## src/rtl/uart_irq_pkg.sv

```systemverilog
package uart_irq_pkg;

  localparam int DATA_W = 8;

  localparam logic [2:0] OFS_DATA    = 3'd0;
  localparam logic [2:0] OFS_IER     = 3'd1;
  localparam logic [2:0] OFS_IDENT   = 3'd2;
  localparam logic [2:0] OFS_LCR     = 3'd3;
  localparam logic [2:0] OFS_MCR     = 3'd4;
  localparam logic [2:0] OFS_LSR     = 3'd5;
  localparam logic [2:0] OFS_SPARE   = 3'd6;
  localparam logic [2:0] OFS_SCRATCH = 3'd7;

  localparam int EN_RX    = 0;
  localparam int EN_TX    = 1;
  localparam int EN_LINE  = 2;
  localparam int EN_MODEM = 3;

  localparam int LCR_DLAB_BIT = 7;
  localparam logic [DATA_W-1:0] DIV_LO_RESET = 8'd12;
  localparam logic [DATA_W-1:0] DIV_HI_RESET = 8'd0;
  localparam logic [DATA_W-1:0] NO_DATA      = 8'hFF;

  typedef enum logic [3:0] {
    RSN_MODEM   = 4'h0,
    RSN_NONE    = 4'h1,
    RSN_TXEMPTY = 4'h2,
    RSN_LINE    = 4'h6,
    RSN_TIMEOUT = 4'hC
  } irq_reason_e;

endpackage

```

## src/rtl/uart_rx_queue.sv

```systemverilog
module uart_rx_queue #(
  parameter int DEPTH = 16,
  parameter int WIDTH = 8
) (
  input  logic             clk,
  input  logic             rst,
  input  logic             flush,
  input  logic             single,
  input  logic             push,
  input  logic [WIDTH-1:0] push_data,
  input  logic             pop,
  output logic [WIDTH-1:0] head,
  output logic             nonempty,
  output logic             reject,
  output logic             over_one
);
  localparam int PTR_W = (DEPTH > 1) ? $clog2(DEPTH) : 1;
  localparam int CNT_W = $clog2(DEPTH + 1);

  logic [WIDTH-1:0] mem [DEPTH];
  logic [PTR_W-1:0] wr_ptr, rd_ptr;
  logic [CNT_W-1:0] count;
  logic [CNT_W-1:0] cap;
  logic             room, accept, do_pop;

  assign cap      = single ? CNT_W'(1) : CNT_W'(DEPTH);
  assign room     = count < cap;
  assign do_pop   = pop && (count != '0) && !flush;
  assign accept   = push && !flush && (room || do_pop);
  assign reject   = push && !flush && !(room || do_pop);
  assign nonempty = count != '0;
  assign over_one = count > CNT_W'(1);
  assign head     = mem[rd_ptr];

  always_ff @(posedge clk) begin
    if (accept) mem[wr_ptr] <= push_data;
  end

  always_ff @(posedge clk) begin
    if (rst || flush) begin
      wr_ptr <= '0;
      rd_ptr <= '0;
      count  <= '0;
    end else begin
      if (accept) wr_ptr <= (wr_ptr == PTR_W'(DEPTH - 1)) ? '0 : wr_ptr + 1'b1;
      if (do_pop) rd_ptr <= (rd_ptr == PTR_W'(DEPTH - 1)) ? '0 : rd_ptr + 1'b1;
      case ({accept, do_pop})
        2'b10:   count <= count + 1'b1;
        2'b01:   count <= count - 1'b1;
        default: count <= count;
      endcase
    end
  end
endmodule

```

## src/rtl/uart_irq_arbiter.sv

```systemverilog
module uart_irq_arbiter
  import uart_irq_pkg::*;
#(
  parameter int EN_W = 4
) (
  input  logic [EN_W-1:0] enables,
  input  logic            line_err,
  input  logic            rx_ready,
  input  logic            tx_pending,
  input  logic            modem_chg,
  output irq_reason_e     reason
);
  logic [3:0] active;

  assign active[0] = line_err   && enables[EN_LINE];
  assign active[1] = rx_ready   && enables[EN_RX];
  assign active[2] = tx_pending && enables[EN_TX];
  assign active[3] = modem_chg  && enables[EN_MODEM];

  always_comb begin
    if (active[0])      reason = RSN_LINE;
    else if (active[1]) reason = RSN_TIMEOUT;
    else if (active[2]) reason = RSN_TXEMPTY;
    else if (active[3]) reason = RSN_MODEM;
    else                reason = RSN_NONE;
  end
endmodule

```

## src/rtl/uart_event_flags.sv

```systemverilog
module uart_event_flags (
  input  logic clk,
  input  logic rst,
  input  logic tx_set,
  input  logic tx_clr,
  input  logic oe_set,
  input  logic oe_clr,
  output logic tx_pending,
  output logic overrun
);
  always_ff @(posedge clk) begin
    if (rst) begin
      tx_pending <= 1'b0;
      overrun    <= 1'b0;
    end else begin
      if (tx_set)      tx_pending <= 1'b1;
      else if (tx_clr) tx_pending <= 1'b0;
      if (oe_set)      overrun <= 1'b1;
      else if (oe_clr) overrun <= 1'b0;
    end
  end
endmodule

```

## src/rtl/uart_irq_core.sv

```systemverilog
module uart_irq_core
  import uart_irq_pkg::*;
#(
  parameter int FIFO_DEPTH = 16,
  parameter int ADDR_W     = 3
) (
  input  logic              clk,
  input  logic              rst,
  input  logic              acc_valid,
  input  logic              acc_write,
  input  logic [ADDR_W-1:0] acc_addr,
  input  logic [7:0]        acc_wdata,
  output logic [7:0]        acc_rdata,
  output logic              acc_rvalid,
  input  logic              rx_push,
  input  logic [7:0]        rx_byte,
  input  logic              modem_delta,
  output logic              tx_load,
  output logic [7:0]        tx_byte,
  output logic              irq
);
  localparam int EN_W   = 4;
  localparam int MCR_W  = 5;

  logic [EN_W-1:0]   ier_q;
  logic [7:0]        lcr_q, scr_q, div_lo_q, div_hi_q;
  logic [MCR_W-1:0]  mcr_q;
  logic              fifo_en_q;

  logic              dlab, rd_acc, wr_acc;
  logic [2:0]        ofs;
  logic              div_lo_sel, div_hi_sel;
  logic              data_wr, data_rd, ier_wr, fcr_wr, lcr_wr, mcr_wr, scr_wr;
  logic              ident_rd, lsr_rd;
  logic              q_flush, q_nonempty, q_reject, q_over_one;
  logic [7:0]        q_head;
  logic              tx_pend, oe_flag;
  irq_reason_e       reason;
  logic [7:0]        lsr_val, ident_val, rd_mux;

  assign ofs    = acc_addr[2:0];
  assign dlab   = lcr_q[LCR_DLAB_BIT];
  assign rd_acc = acc_valid && !acc_write;
  assign wr_acc = acc_valid &&  acc_write;

  assign div_lo_sel = dlab && (ofs == OFS_DATA);
  assign div_hi_sel = dlab && (ofs == OFS_IER);

  assign data_wr  = wr_acc && (ofs == OFS_DATA) && !dlab;
  assign data_rd  = rd_acc && (ofs == OFS_DATA) && !dlab;
  assign ier_wr   = wr_acc && (ofs == OFS_IER)  && !dlab;
  assign fcr_wr   = wr_acc && (ofs == OFS_IDENT);
  assign lcr_wr   = wr_acc && (ofs == OFS_LCR);
  assign mcr_wr   = wr_acc && (ofs == OFS_MCR);
  assign scr_wr   = wr_acc && (ofs == OFS_SCRATCH);
  assign ident_rd = rd_acc && (ofs == OFS_IDENT);
  assign lsr_rd   = rd_acc && (ofs == OFS_LSR);

  // Mode change, or enable plus reset bit, empties the queue
  assign q_flush = fcr_wr &&
                   ((acc_wdata[0] != fifo_en_q) || (acc_wdata[0] && acc_wdata[1]));

  uart_rx_queue #(.DEPTH(FIFO_DEPTH), .WIDTH(DATA_W)) u_queue (
    .clk      (clk),
    .rst      (rst),
    .flush    (q_flush),
    .single   (!fifo_en_q),
    .push     (rx_push),
    .push_data(rx_byte),
    .pop      (data_rd),
    .head     (q_head),
    .nonempty (q_nonempty),
    .reject   (q_reject),
    .over_one (q_over_one)
  );

  uart_irq_arbiter #(.EN_W(EN_W)) u_arb (
    .enables   (ier_q),
    .line_err  (oe_flag),
    .rx_ready  (q_nonempty),
    .tx_pending(tx_pend),
    .modem_chg (modem_delta),
    .reason    (reason)
  );

  uart_event_flags u_flags (
    .clk       (clk),
    .rst       (rst),
    .tx_set    (data_wr),
    .tx_clr    (ident_rd && (reason == RSN_TXEMPTY)),
    .oe_set    (q_reject),
    .oe_clr    (lsr_rd),
    .tx_pending(tx_pend),
    .overrun   (oe_flag)
  );

  assign lsr_val   = {1'b0, 1'b1, 1'b1, 3'b000, oe_flag, q_nonempty};
  assign ident_val = {fifo_en_q, fifo_en_q, 2'b00, reason};

  always_comb begin
    rd_mux = NO_DATA;
    if (div_lo_sel)      rd_mux = div_lo_q;
    else if (div_hi_sel) rd_mux = div_hi_q;
    else begin
      case (ofs)
        OFS_DATA:    rd_mux = q_nonempty ? q_head : NO_DATA;
        OFS_IER:     rd_mux = {{(8-EN_W){1'b0}}, ier_q};
        OFS_IDENT:   rd_mux = ident_val;
        OFS_LCR:     rd_mux = lcr_q;
        OFS_MCR:     rd_mux = {{(8-MCR_W){1'b0}}, mcr_q};
        OFS_LSR:     rd_mux = lsr_val;
        OFS_SCRATCH: rd_mux = scr_q;
        default:     rd_mux = NO_DATA;
      endcase
    end
  end

  always_ff @(posedge clk) begin
    if (rst) begin
      ier_q     <= '0;
      lcr_q     <= '0;
      mcr_q     <= '0;
      scr_q     <= '0;
      div_lo_q  <= DIV_LO_RESET;
      div_hi_q  <= DIV_HI_RESET;
      fifo_en_q <= 1'b0;
    end else begin
      if (wr_acc && div_lo_sel) div_lo_q <= acc_wdata;
      if (wr_acc && div_hi_sel) div_hi_q <= acc_wdata;
      if (ier_wr) ier_q     <= acc_wdata[EN_W-1:0];
      if (lcr_wr) lcr_q     <= acc_wdata;
      if (mcr_wr) mcr_q     <= acc_wdata[MCR_W-1:0];
      if (scr_wr) scr_q     <= acc_wdata;
      if (fcr_wr) fifo_en_q <= acc_wdata[0];
    end
  end

  always_ff @(posedge clk) begin
    if (rst) begin
      acc_rdata  <= '0;
      acc_rvalid <= 1'b0;
      tx_load    <= 1'b0;
      tx_byte    <= '0;
      irq        <= 1'b0;
    end else begin
      acc_rvalid <= rd_acc;
      if (rd_acc)  acc_rdata <= rd_mux;
      tx_load    <= data_wr;
      if (data_wr) tx_byte <= acc_wdata;
      irq        <= (reason != RSN_NONE);
    end
  end
endmodule


```

## config.mk

```make
export PLATFORM = sky130hd
export DESIGN_NAME = uart_irq_core
export DESIGN_NICKNAME = d
export VERILOG_FILES = /design/src/rtl/uart_irq_pkg.sv /design/src/rtl/uart_rx_queue.sv /design/src/rtl/uart_irq_arbiter.sv /design/src/rtl/uart_event_flags.sv /design/src/rtl/uart_irq_core.sv
export SDC_FILE = /design/constraint.sdc
export NUM_CORES = 1
export LEC_CHECK = 0
export CAP_MARGIN = 20
export CORE_MARGIN = 2
export CORE_UTILIZATION = 60
export DETAILED_ROUTE_END_ITERATION = 10
export DONT_BUFFER_PORTS = 1
export PLACE_DENSITY_LB_ADDON = 0.08
export SLEW_MARGIN = 20
export SYNTH_ARGS = -nofsm -noshare
export SYNTH_HDL_FRONTEND = slang
export SYNTH_SLANG_ARGS = --single-unit
```

## constraint.sdc

```tcl
create_clock -name clk -period 4.11 [get_ports clk]
set_input_delay 0.822 -clock clk [delete_from_list [all_inputs] [get_ports clk]]
set_output_delay 0.822 -clock clk [all_outputs]
set_load 0.02 [all_outputs]
```

# ---- Yosys cells after proc, flatten, opt, wreduce, memory -nomap -nowiden
# Memories as Yosys holds them, arrays and structs flattened. A register that Yosys moved wholly into a read port is not among the register bits.
# Cells that the tools add are included.
dict set report op_classes {
  addsub 4
  order_cmp 1
  n_eq_ne 13
  muxes 20
  reduce_logical 42
}
# op count
set ops {}
lappend ops {{$pmux W8 S7} 1}
lappend ops {{$logic_and A1 B1 Y1} 30}
lappend ops {{$mux W4} 7}
lappend ops {{$mux W8} 3}
lappend ops {{$pmux W5 S2} 1}
lappend ops {{$eq A3 B3 Y1 const B} 3}
lappend ops {{$add A4 B1 Y4 const B} 2}
lappend ops {{$eq A4 B4 Y1 const B} 2}
lappend ops {{$mux W1} 7}
lappend ops {{$eq A3 B2 Y1 const B} 2}
lappend ops {{$reduce_bool A2 Y1} 3}
lappend ops {{$add A5 B1 Y5 const B} 1}
lappend ops {{$lt A5 B5 Y1} 1}
lappend ops {{$mux W5} 1}
lappend ops {{$reduce_bool A5 Y1} 1}
lappend ops {{$sub A5 B1 Y5 const B} 1}
lappend ops {{$eq A4 B2 Y1 const B} 1}
lappend ops {{$logic_not A1 Y1} 4}
lappend ops {{$ne A4 B1 Y1 const B} 1}
lappend ops {{$eq A3 B1 Y1 const B} 1}
lappend ops {{$logic_not A3 Y1} 1}
lappend ops {{$logic_or A1 B1 Y1} 3}
lappend ops {{$eq A2 B1 Y1 const B} 1}
lappend ops {{$eq A2 B2 Y1 const B} 1}
lappend ops {{$ne A1 B1 Y1} 1}
dict set report totals {
  ff_bits 76
  ram_bits 128
  in_bits 25
  out_inout_bits 19
  elab_cells 98
  n_memories 1
}
# memory words width rd rd_ports_with_merged_regs write_ports line_no
set mem_list {}
lappend mem_list {u_queue.mem 16 8 1 1 1 uart_rx_queue.sv:20} ;# logic [WIDTH-1:0] mem [DEPTH];

# ---- Logic depth before layout (Yosys ltp)
# Gate-level depths: netlist of the first run.
dict set report logic_depth {
  word_depth 10
  depth_mapped 10
  mapped_depth_nobuf 9
}

# ---- By module
# Synthesis of the first run repeated with hierarchy kept, for this count alone.
dict set report unflattened {
  cells_unflattened 702
  area_unflattened_um2 9135.0
}
# mod n_inst cells_per_inst area_each_um2 seq_area_each_um2
set modules_own_cells {}
lappend modules_own_cells {uart_rx_queue 1 343 6157.2 4184.0}
lappend modules_own_cells {uart_irq_core 1 346 2865.2 1221.2}
lappend modules_own_cells {uart_event_flags 1 8 70.1 40.0}
lappend modules_own_cells {uart_irq_arbiter 1 5 42.5 0.0}

# ---- Worst setup path before layout of the first run
# Ideal clock, no wire load.
dict set report synth_path {
  kind {input port to flip-flop}
  from {input acc_addr[1]}
  to {memory u_queue.mem[0][0] (enable)}
  setup_ps 395
  arrival_ps 2832
  t_required_ps 3715
  setup_slack_ps 883
  cell_stages 7
  n_path_buf 2
  cell_sequence {buf_4 > nor4_2 > o211a_1 > buf_6 > o21ba_2 > nor2_2 > nor4bb_1}
}
dict set report synth_between {
  elab_chain_len 9
  elab_cells_between_ends 14
  cone_classes {eq/ne (1); mux (2); reduce/logical (11)}
}
# element line_no
set synth_lines {}
lappend synth_lines {{from (decl)} uart_irq_core.sv:11} ;# input logic [ADDR_W-1:0] acc_addr,
lappend synth_lines {{$eq A3 B2 Y1 or $logic_not A3 Y1 (tied branches)} {uart_irq_core.sv:52, uart_irq_core.sv:50}}
lappend synth_lines {{$logic_and A1 B1 Y1, on equally long branches} {uart_irq_core.sv:52, uart_irq_core.sv:50}}
lappend synth_lines {{$logic_and A1 B1 Y1, on equally long branches} {uart_irq_core.sv:60, uart_irq_core.sv:50}}
lappend synth_lines {{$logic_not A1 Y1 or $logic_and A1 B1 Y1 (tied branches)} {uart_rx_queue.sv:28, uart_rx_queue.sv:29}}
lappend synth_lines {{$logic_and A1 B1 Y1} uart_rx_queue.sv:28} ;# assign do_pop = pop && (count != '0) && !flush;
lappend synth_lines {{$logic_or A1 B1 Y1} uart_rx_queue.sv:29} ;# assign accept = push && !flush && (room || do_pop);
lappend synth_lines {{$logic_and A1 B1 Y1 *} uart_rx_queue.sv:29}
lappend synth_lines {{$mux W1 *} uart_rx_queue.sv:36} ;# if (accept) mem[wr_ptr] <= push_data;
lappend synth_lines {{$mux W1 (not written as such) *} uart_rx_queue.sv:36}
lappend synth_lines {{to (decl)} uart_rx_queue.sv:20}
# Mark *: on every way between the ends. The rest lies on a longest branch, timed or not.

# ---- Final worst setup path of the first run
dict set report layout_path {
  from {register u_queue.count[0]}
  to {register u_queue.count[4]}
}
dict set report layout_between {
  elab_chain_len 7
  elab_cells_between_ends 12
  cone_classes {add/sub (2); order compare (1); eq/ne (2); mux (1); reduce/logical (6)}
}
# element line_no
set layout_lines {}
lappend layout_lines {{from (decl)} uart_rx_queue.sv:22} ;# logic [CNT_W-1:0] count;
lappend layout_lines {{from (signal assigned)} uart_rx_queue.sv:48} ;# 2'b10: count <= count + 1'b1;
lappend layout_lines {{from (signal assigned)} uart_rx_queue.sv:49} ;# 2'b01: count <= count - 1'b1;
lappend layout_lines {{from (signal assigned)} uart_rx_queue.sv:50} ;# default: count <= count;
lappend layout_lines {{branches (longest 7 deep; another with $lt A5 B5 Y1)} n/a}
# Several ways; the timed one is not identified.
# A chain may end at the register's enable or synchronous reset.

==> summary.txt, run 1 <==
Clock network
  – CTS tree: yes
  – CTS root buffer: clkbuf_16
  – Postcts setup bufs: 0
  – CTS Buf Count: 21
  – Clock sink total: 208
  – Hold Buf Count CTS: 0
  – Max Buffers Root-to-Sink: 3
  – CTS H-tree lvls: 1
  – Post-cts gate resize count: 0
  – Clk Latency, worst-skew pair: 0.51 ns
  – Clk slew on worst S/H paths: 0.06 ns

Synth
  – Cells after Synth: 685
  – Post-synth EDFFs: 128
  – Synth cell types: 66
  – Main synth FF type: edfxtp_1
  – Synth Register Bits: 208
  – Post-synthesis sequential area ratio: 61.4%
  – Yosys top cell area share: 43.3%
  – Post-Syn Area per Cell: 12.9 µm²
  – Synth Warn #: 0
  – Yosys top cell by area: edfxtp_1
  – Mapped Area: 8870 µm²
  – Top post-synthesis cells by area: edfxtp_1, dfxtp_1, mux4_2
  – Asr flop ratio synth: 0%
  – Synthesized Nets: 720
  – Most common cell in the netlist: edfxtp_1
  – Top cells by count, synth: edfxtp_1, dfxtp_1, nand2_1

Critical path
  – Crit. path cell count: 8
  – CP max stage delay: 0.69 ns
  – CP startpoint: u_queue.count[0]
  – Crit path kind: reg -> reg
  – Worst EP arrival: 3.45 ns
  – R2R setup slack: 1.06 ns
  – Worst path bufs/invs: 1
  – CP required: 4.51 ns
  – Setup crit end kind: flop
  – CP Max Fanout: 8
  – CP Launch Type: flop
  – R2R Path End: u_queue.count[4]
  – CP Cell Sequence: or4_1, o2111ai_1, inv_1, ha_1, a21o_1, a21oi_1, mux2i_1, mux2_2
  – FF-to-FF Start: u_queue.count[0]
  – Crit-path slowest cell: or4_1
  – R2R depth: 8
  – CP top delay family: compound AO/OA/AOI/OAI gates
  – Critical path destination: u_queue.count[4]

Floorplanning
  – Die Wd: 126 µm
  – Die area: 15800 µm²
  – Io pins: 44
  – CORE AREA: 14500 µm²
  – Row count: 44
  – Die Height: 126 µm
  – Initial Utilization: 61.3%

Routing
  – Routed WL: 21.9 mm
  – Post-route ant nets: 0
  – Number of remaining DRC errors: 0
  – 1st-pass router iterations: 6
  – Vias per inst: 6.55
  – Drt wl/cell: 25.3 µm
  – Iteration-0 DRC Markers: 513
  – Total number of vias: 5687

Global route
  – GR Overflow Total: 0
  – Pin count of the biggest net entering global routing: 62
  – First-pass GRT wire length: 32.9 mm
  – GRT Total Usage: 27.7%
  – Vias in the first global route: 5604
  – Initial antenna violation count: 0

Cells and area
  – Area used by multi-input combinational logic: 3180 µm²
  – FILL cells: 1023
  – Area Overhead vs Synth: 8.78%
  – Seq. cell area: 5450 µm²
  – Nets: 704
  – Layout cells sized above 1: 13.3%
  – N_diodes: 0
  – Post-layout util: 66.6%

Placement
  – IO buf count: 0
  – Final RePlAce weighted congestion: 0.888
  – Hpwl dp: 14.6 mm
  – Post-place setup slack: 1.08 ns

Timing
  – Final Hold Fails: 0
  – Final Cycle Share: 74.2%
  – Tightest Pin Transition: 1.06 ns
  – Slew headroom: 29.5%
  – Clk_skew: 0.0130 ns
  – RSZ-0062 raised after global routing: no
  – Minimum clock period: 3.05 ns
  – Pins Over Slew Limit: 0
  – Maximum clock rate: 0.328 GHz
  – # setup viols final: 0
  – Final Worst Setup Slack: 1.06 ns
  – Setup TNS: 0 ns

Power
  – Leakage power: 3.19 nW
  – Max IR drop VDD: 0.412 mV
  – Power Density: 467 nW/µm²

Run
  – Number of max-cap violations: 0

Outcome
  – Status: finished, final reports clean

Hold path
  – HP Class: in -> reg
## through the flow
| stage | hold slack (ns) | cells | cell area [µm²] | total power (W) |
|---|---|---|---|---|
| floorplan | 0.436 | 685 | 8870 | 0.00260 |
| global placement | 0.440 | 830 | 8980 | 0.00268 |
| detailed placement | 0.449 | 830 | 8980 | 0.00270 |
| CTS | 0.379 | 868 | 9650 | 0.00452 |
| global route | 0.374 | 868 | 9650 | 0.00463 |
| finish | 0.388 | 868 | 9650 | 0.00451 |
## cells by family after synthesis
family          share of synthesized area, %
fa+ha+maj                               1.50
buf+inv                                 2.91
xor+xnor                               0.395
mux                                     12.7
compound gates                          10.9
flops                                   61.4
simple gates                            10.2
## state kept, by name, indices dropped and copies added, names as in the netlist, named ones only
name / flops
u_queue.mem: 128
acc_rdata: 8
div_hi_q: 8
div_lo_q: 8
lcr_q: 8
scr_q: 8
tx_byte: 8
mcr_q: 5
u_queue.count: 5
ier_q: 4
u_queue.rd_ptr: 4
u_queue.wr_ptr: 4
acc_rvalid: 1
fifo_en_q: 1
irq: 1
tx_load: 1
u_flags.overrun: 1
u_flags.tx_pending: 1
## power by group
group          internal [W]  total [W]  leakage, nW  switching, W
Clock               0.00107    0.00185        0.327      0.000778
Sequential          0.00227    0.00232         1.80     0.0000456
Combinational      0.000137   0.000342         1.06      0.000205
Total               0.00348    0.00451         3.19       0.00103
## how the worst min path moves through the flow
stage | cells past startpoint | startpoint | endpoint | slack (ns)
2_1_floorplan | 2 | div_lo_q[4] | div_lo_q[4] | 0.44
3_3_place_gp | 2 | div_lo_q[0] | div_lo_q[0] | 0.44
3_5_place_dp | 2 | div_lo_q[0] | div_lo_q[0] | 0.45
4_1_cts | 1 | rst | fifo_en_q | 0.38
5_1_grt | 1 | rst | div_hi_q[2] | 0.37
6_report | 1 | rst | lcr_q[7] | 0.39
## worst register-to-register path, cell delays in order, from the launching register on
cell	delay (ns)
dfxtp_1	0.33
or4_1	0.69
o2111ai_1	0.49
inv_1	0.18
ha_1	0.36
a21o_1	0.17
a21oi_1	0.17
mux2i_1	0.22
mux2_2	0.34
## layout make-up
cell class	count	area share (%)
Timing Repair Buffer	9	0.700
Clock buffer	31	6.15
Multi-Input combinational cell	413	32.9
Inverter	16	0.623
Sequential cell	208	56.5
Clock inverter	7	0.739
Tap cell	184	2.39
## placed cells by master (no fill, tap or decap), types with 6 or more instances in the layout
cell       Yosys  layout
buf_4          1       9
a21oi_1       48      48
nand2_1       65      65
dfxtp_1       80      79
edfxtp_1     128     128
nor2_1        44      44
mux4_2        32      32
nor2b_1        6       6
a22oi_1        6       6
nand3_1       18      18
clkbuf_16      0      21
a211oi_1       8       8
o221ai_1       8       8
inv_1         16      16
o21ai_0       37      37
and4_1         8       8
nor3_1         6       6
mux2i_1       36      36
clkbuf_1      35       7
ha_1           9       9
## per-layer routing
| layer | global-route usage, % | share of wire (%) | up-vias |
|---|---|---|---|
| li1 | - | - | 2568 |
| met1 | 33.9 | 37 | 2816 |
| met2 | 48.0 | 51 | 240 |
| met3 | 4.54 | 6.6 | 63 |
| met4 | 13.5 | 4.8 | 0 |
| met5 | 0 | 0 | - |
Note: power is estimated with default switching activity, not from simulation.
==> run 2, diff against run 1 <==
--- a/config.mk
+++ b/config.mk
@@ -5,6 +5,7 @@
 export SDC_FILE = /design/constraint.sdc
 export NUM_CORES = 1
 export LEC_CHECK = 0
+export ABC_AREA = 1
 export CAP_MARGIN = 20
 export CORE_MARGIN = 2
 export CORE_UTILIZATION = 60
==> constraint.sdc (replaced) <==
create_clock -name clk -period 3.01 [get_ports clk]
set_input_delay 0.602 -clock clk [delete_from_list [all_inputs] [get_ports clk]]
set_output_delay 0.602 -clock clk [all_outputs]
set_load 0.02 [all_outputs]
==> run 2 against run 1 <==
Cell count up 46%. Maximum frequency up 18%. Non-clock buffer count up 17. Die area up 2.9%. Flip-flop and latch count unchanged. Worst hold slack worse by 0.23 ns. Utilization up 0.69 points. Routed wire length down 5.5%. Setup slack worse by 0.63 ns. Critical path depth up 4. Power up 49%.
==> summary.txt, run 2 <==
Outcome
  – Status: finished, final reports clean (unchanged)

Synth
  – Yosys top cell area share: 42.1% (was 43.3%)
  – Mapped Area: 9130 µm² (was 8870 µm²)
  – Synth Warn #: 0 (unchanged)
  – Post-synth EDFFs: 128 (unchanged)
  – Yosys top cell by area: edfxtp_1 (unchanged)
  – Synth cell types: 37 (was 66)
  – Main synth FF type: edfxtp_1 (unchanged)
  – Most common cell in the netlist: nand2_1 (was edfxtp_1)
  – Synth Register Bits: 208 (unchanged)
  – Asr flop ratio synth: 0% (unchanged)
  – Post-Syn Area per Cell: 8.71 µm² (was 12.9 µm²)
  – Cells after Synth: 1048 (was 685)
  – Top post-synthesis cells by area: edfxtp_1, dfxtp_1, nand2_1 (was edfxtp_1, dfxtp_1, mux4_2)
  – Top cells by count, synth: nand2_1, edfxtp_1, inv_1 (was edfxtp_1, dfxtp_1, nand2_1)
  – Post-synthesis sequential area ratio: 59.6% (was 61.4%)
  – Synthesized Nets: 1083 (was 720)

Timing
  – Final Worst Setup Slack: 0.433 ns (was 1.06 ns)
  – Slew headroom: 55.1% (was 29.5%)
  – Pins Over Slew Limit: 0 (unchanged)
  – Final Cycle Share: 85.6% (was 74.2%)
  – RSZ-0062 raised after global routing: no (unchanged)
  – Tightest Pin Transition: 0.674 ns (was 1.06 ns)
  – Setup TNS: 0 ns (unchanged)
  – Min Hold Slack: 0.159 ns (was 0.388 ns)
  – Minimum clock period: 2.58 ns (was 3.05 ns)
  – Maximum clock rate: 0.388 GHz (was 0.328 GHz)
  – # setup viols final: 0 (unchanged)
  – Final Hold Fails: 0 (unchanged)
  – Clk_skew: 0.0108 ns (was 0.0130 ns)

Floorplanning
  – CORE AREA: 15000 µm² (was 14500 µm²)
  – Row count: 45 (was 44)
  – Io pins: 44 (unchanged)
  – Initial Utilization: 60.7% (was 61.3%)
  – Die Wd: 127 µm (was 126 µm)
  – Die Height: 127 µm (was 126 µm)
  – Die area: 16200 µm² (was 15800 µm²)

Routing
  – Vias per inst: 5.39 (was 6.55)
  – Drt wl/cell: 16.4 µm (was 25.3 µm)
  – 1st-pass router iterations: 5 (was 6)
  – Total number of vias: 6818 (was 5687)
  – Number of remaining DRC errors: 0 (unchanged)
  – Post-route ant nets: 0 (unchanged)
  – Routed WL: 20.7 mm (was 21.9 mm)
  – Iteration-0 DRC Markers: 844 (was 513)

Clock network
  – Max Buffers Root-to-Sink: 3 (unchanged)
  – Postcts setup bufs: 0 (unchanged)
  – CTS H-tree lvls: 1 (unchanged)
  – CTS tree: yes (unchanged)
  – Clk slew on worst S/H paths: 0.06 ns (about the same)
  – Clock sink total: 208 (unchanged)
  – Post-cts gate resize count: 0 (unchanged)
  – CTS Buf Count: 22 (was 21)
  – Hold Buf Count CTS: 0 (unchanged)
  – CTS root buffer: clkbuf_16 (unchanged)
  – Clk Latency, worst-skew pair: 0.51 ns (about the same)

Power
  – Leakage power: 4.29 nW (was 3.19 nW)
  – Power Density: 662 nW/µm² (was 467 nW/µm²)
  – Max IR drop VDD: 0.538 mV (was 0.412 mV)

Critical path
  – CP startpoint: u_queue.count[1] (was u_queue.count[0])
  – Crit path kind: reg -> reg (unchanged)
  – CP Launch Type: flop (unchanged)
  – CP Max Fanout: 13 (was 8)
  – Setup crit end kind: flop (unchanged)
  – CP required: 3.41 ns (was 4.51 ns)
  – FF-to-FF Start: u_queue.count[1] (was u_queue.count[0])
  – Worst EP arrival: 2.97 ns (was 3.45 ns)

Cells and area
  – Most frequent cells in the layout: nand2_1, edfxtp_1, inv_1 (was edfxtp_1, dfxtp_1, nand2_1)
  – Post-layout util: 67.3% (was 66.6%)
  – N_diodes: 0 (unchanged)
  – Layout cells sized above 1: 7.88% (was 13.3%)
  – FILL cells: 1213 (was 1023)
  – Nets: 1097 (was 704)
  – Area Overhead vs Synth: 10.8% (was 8.78%)
  – Final std cells w/o fill: 1266 (was 868)
  – Most common cell after layout, fill and taps aside: nand2_1 (was edfxtp_1)
  – Max reg flops: 128 (unchanged)
  – Largest register by flop count: u_queue.mem (unchanged)

Global route
  – GR Overflow Total: 0 (unchanged)
  – Vias in the first global route: 6372 (was 5604)
  – First-pass GRT wire length: 33.1 mm (was 32.9 mm)
  – GRT Total Usage: 26.2% (was 27.7%)
  – Initial antenna violation count: 0 (unchanged)
  – Pin count of the biggest net entering global routing: 65 (was 62)

Placement
  – Hpwl dp: 13.8 mm (was 14.6 mm)
  – IO buf count: 0 (unchanged)
  – Placed Instances: 1226 (was 830)
  – Final RePlAce weighted congestion: 0.885 (was 0.888)
  – Post-place setup slack: 0.389 ns (was 1.08 ns)

Hold path
  – HP Class: in -> reg (unchanged)
  – Hold Crit Start: rst (unchanged)

Run
  – Number of max-cap violations: 0 (unchanged)
run 2: worst paths after layout:
| path | endpoint | slack, ns | depth (start not counted) |
|---|---|---|---|
| setup reg to reg | u_queue.count[4] | 0.43 | 12 |
| hold reg to reg | mcr_q[4] | 0.45 | 2 |
| hold / removal | acc_rdata[3] | 0.16 | 1 |
| setup / recovery | u_queue.count[4] | 0.43 | 12 |
run 2: through the flow:
step | cell area (µm²) | total power [W]
finish | 10100 | 0.00670
global route | 10100 | 0.00698
CTS | 10100 | 0.00674
detailed placement | 9400 | 0.00414
global placement | 9400 | 0.00412
floorplan | 9130 | 0.00390
run 2: cell families after synthesis:
logic type | Yosys count | share of synthesized area [%]
simple gates | 539 | 24.5
flops | 208 | 59.6
buf+inv | 168 | 7.21
compound gates | 118 | 6.74
fa+ha+maj | 10 | 1.45
xor+xnor | 4 | 0.384
mux | 1 | 0.110
run 2: worst max-delay path: stages (launching register included):
cell	delay, ns
dfxtp_1	0.37
nor3_1	0.09
nand2_1	0.40
nand4_4	0.30
nor2_2	0.27
ha_1	0.28
inv_1	0.09
o21bai_1	0.07
a31oi_1	0.18
mux2i_1	0.24
nand2_1	0.07
nand2_1	0.06
nor2_1	0.04
run 2: routing by layer:
layer	wire, µm	up-vias	GRT usage, %	share of wire, %
li1	-	3418	-	-
met1	9390	3125	38.7	45
met2	9160	238	40.2	44
met3	1680	37	5.15	8.1
met4	510	0	6.98	2.5
met5	0	-	0	0
run 2: layout make-up:
type                            instances  area, µm²  share of cell area [%]
Clock buffer                           35        679                    6.71
Tap cell                              188        235                    2.32
Sequential cell                       208       5450                    53.8
Multi-Input combinational cell        672       3030                    29.9
Clock inverter                          5       40.0                   0.396
Timing Repair Buffer                   26        195                    1.93
Inverter                              132        497                    4.91
run 2: where the power goes:
part	internal [W]	switching, W
logic	0.000257	0.000584
registers	0.00317	0.0000806
clock network	0.00156	0.00105
total	0.00498	0.00172
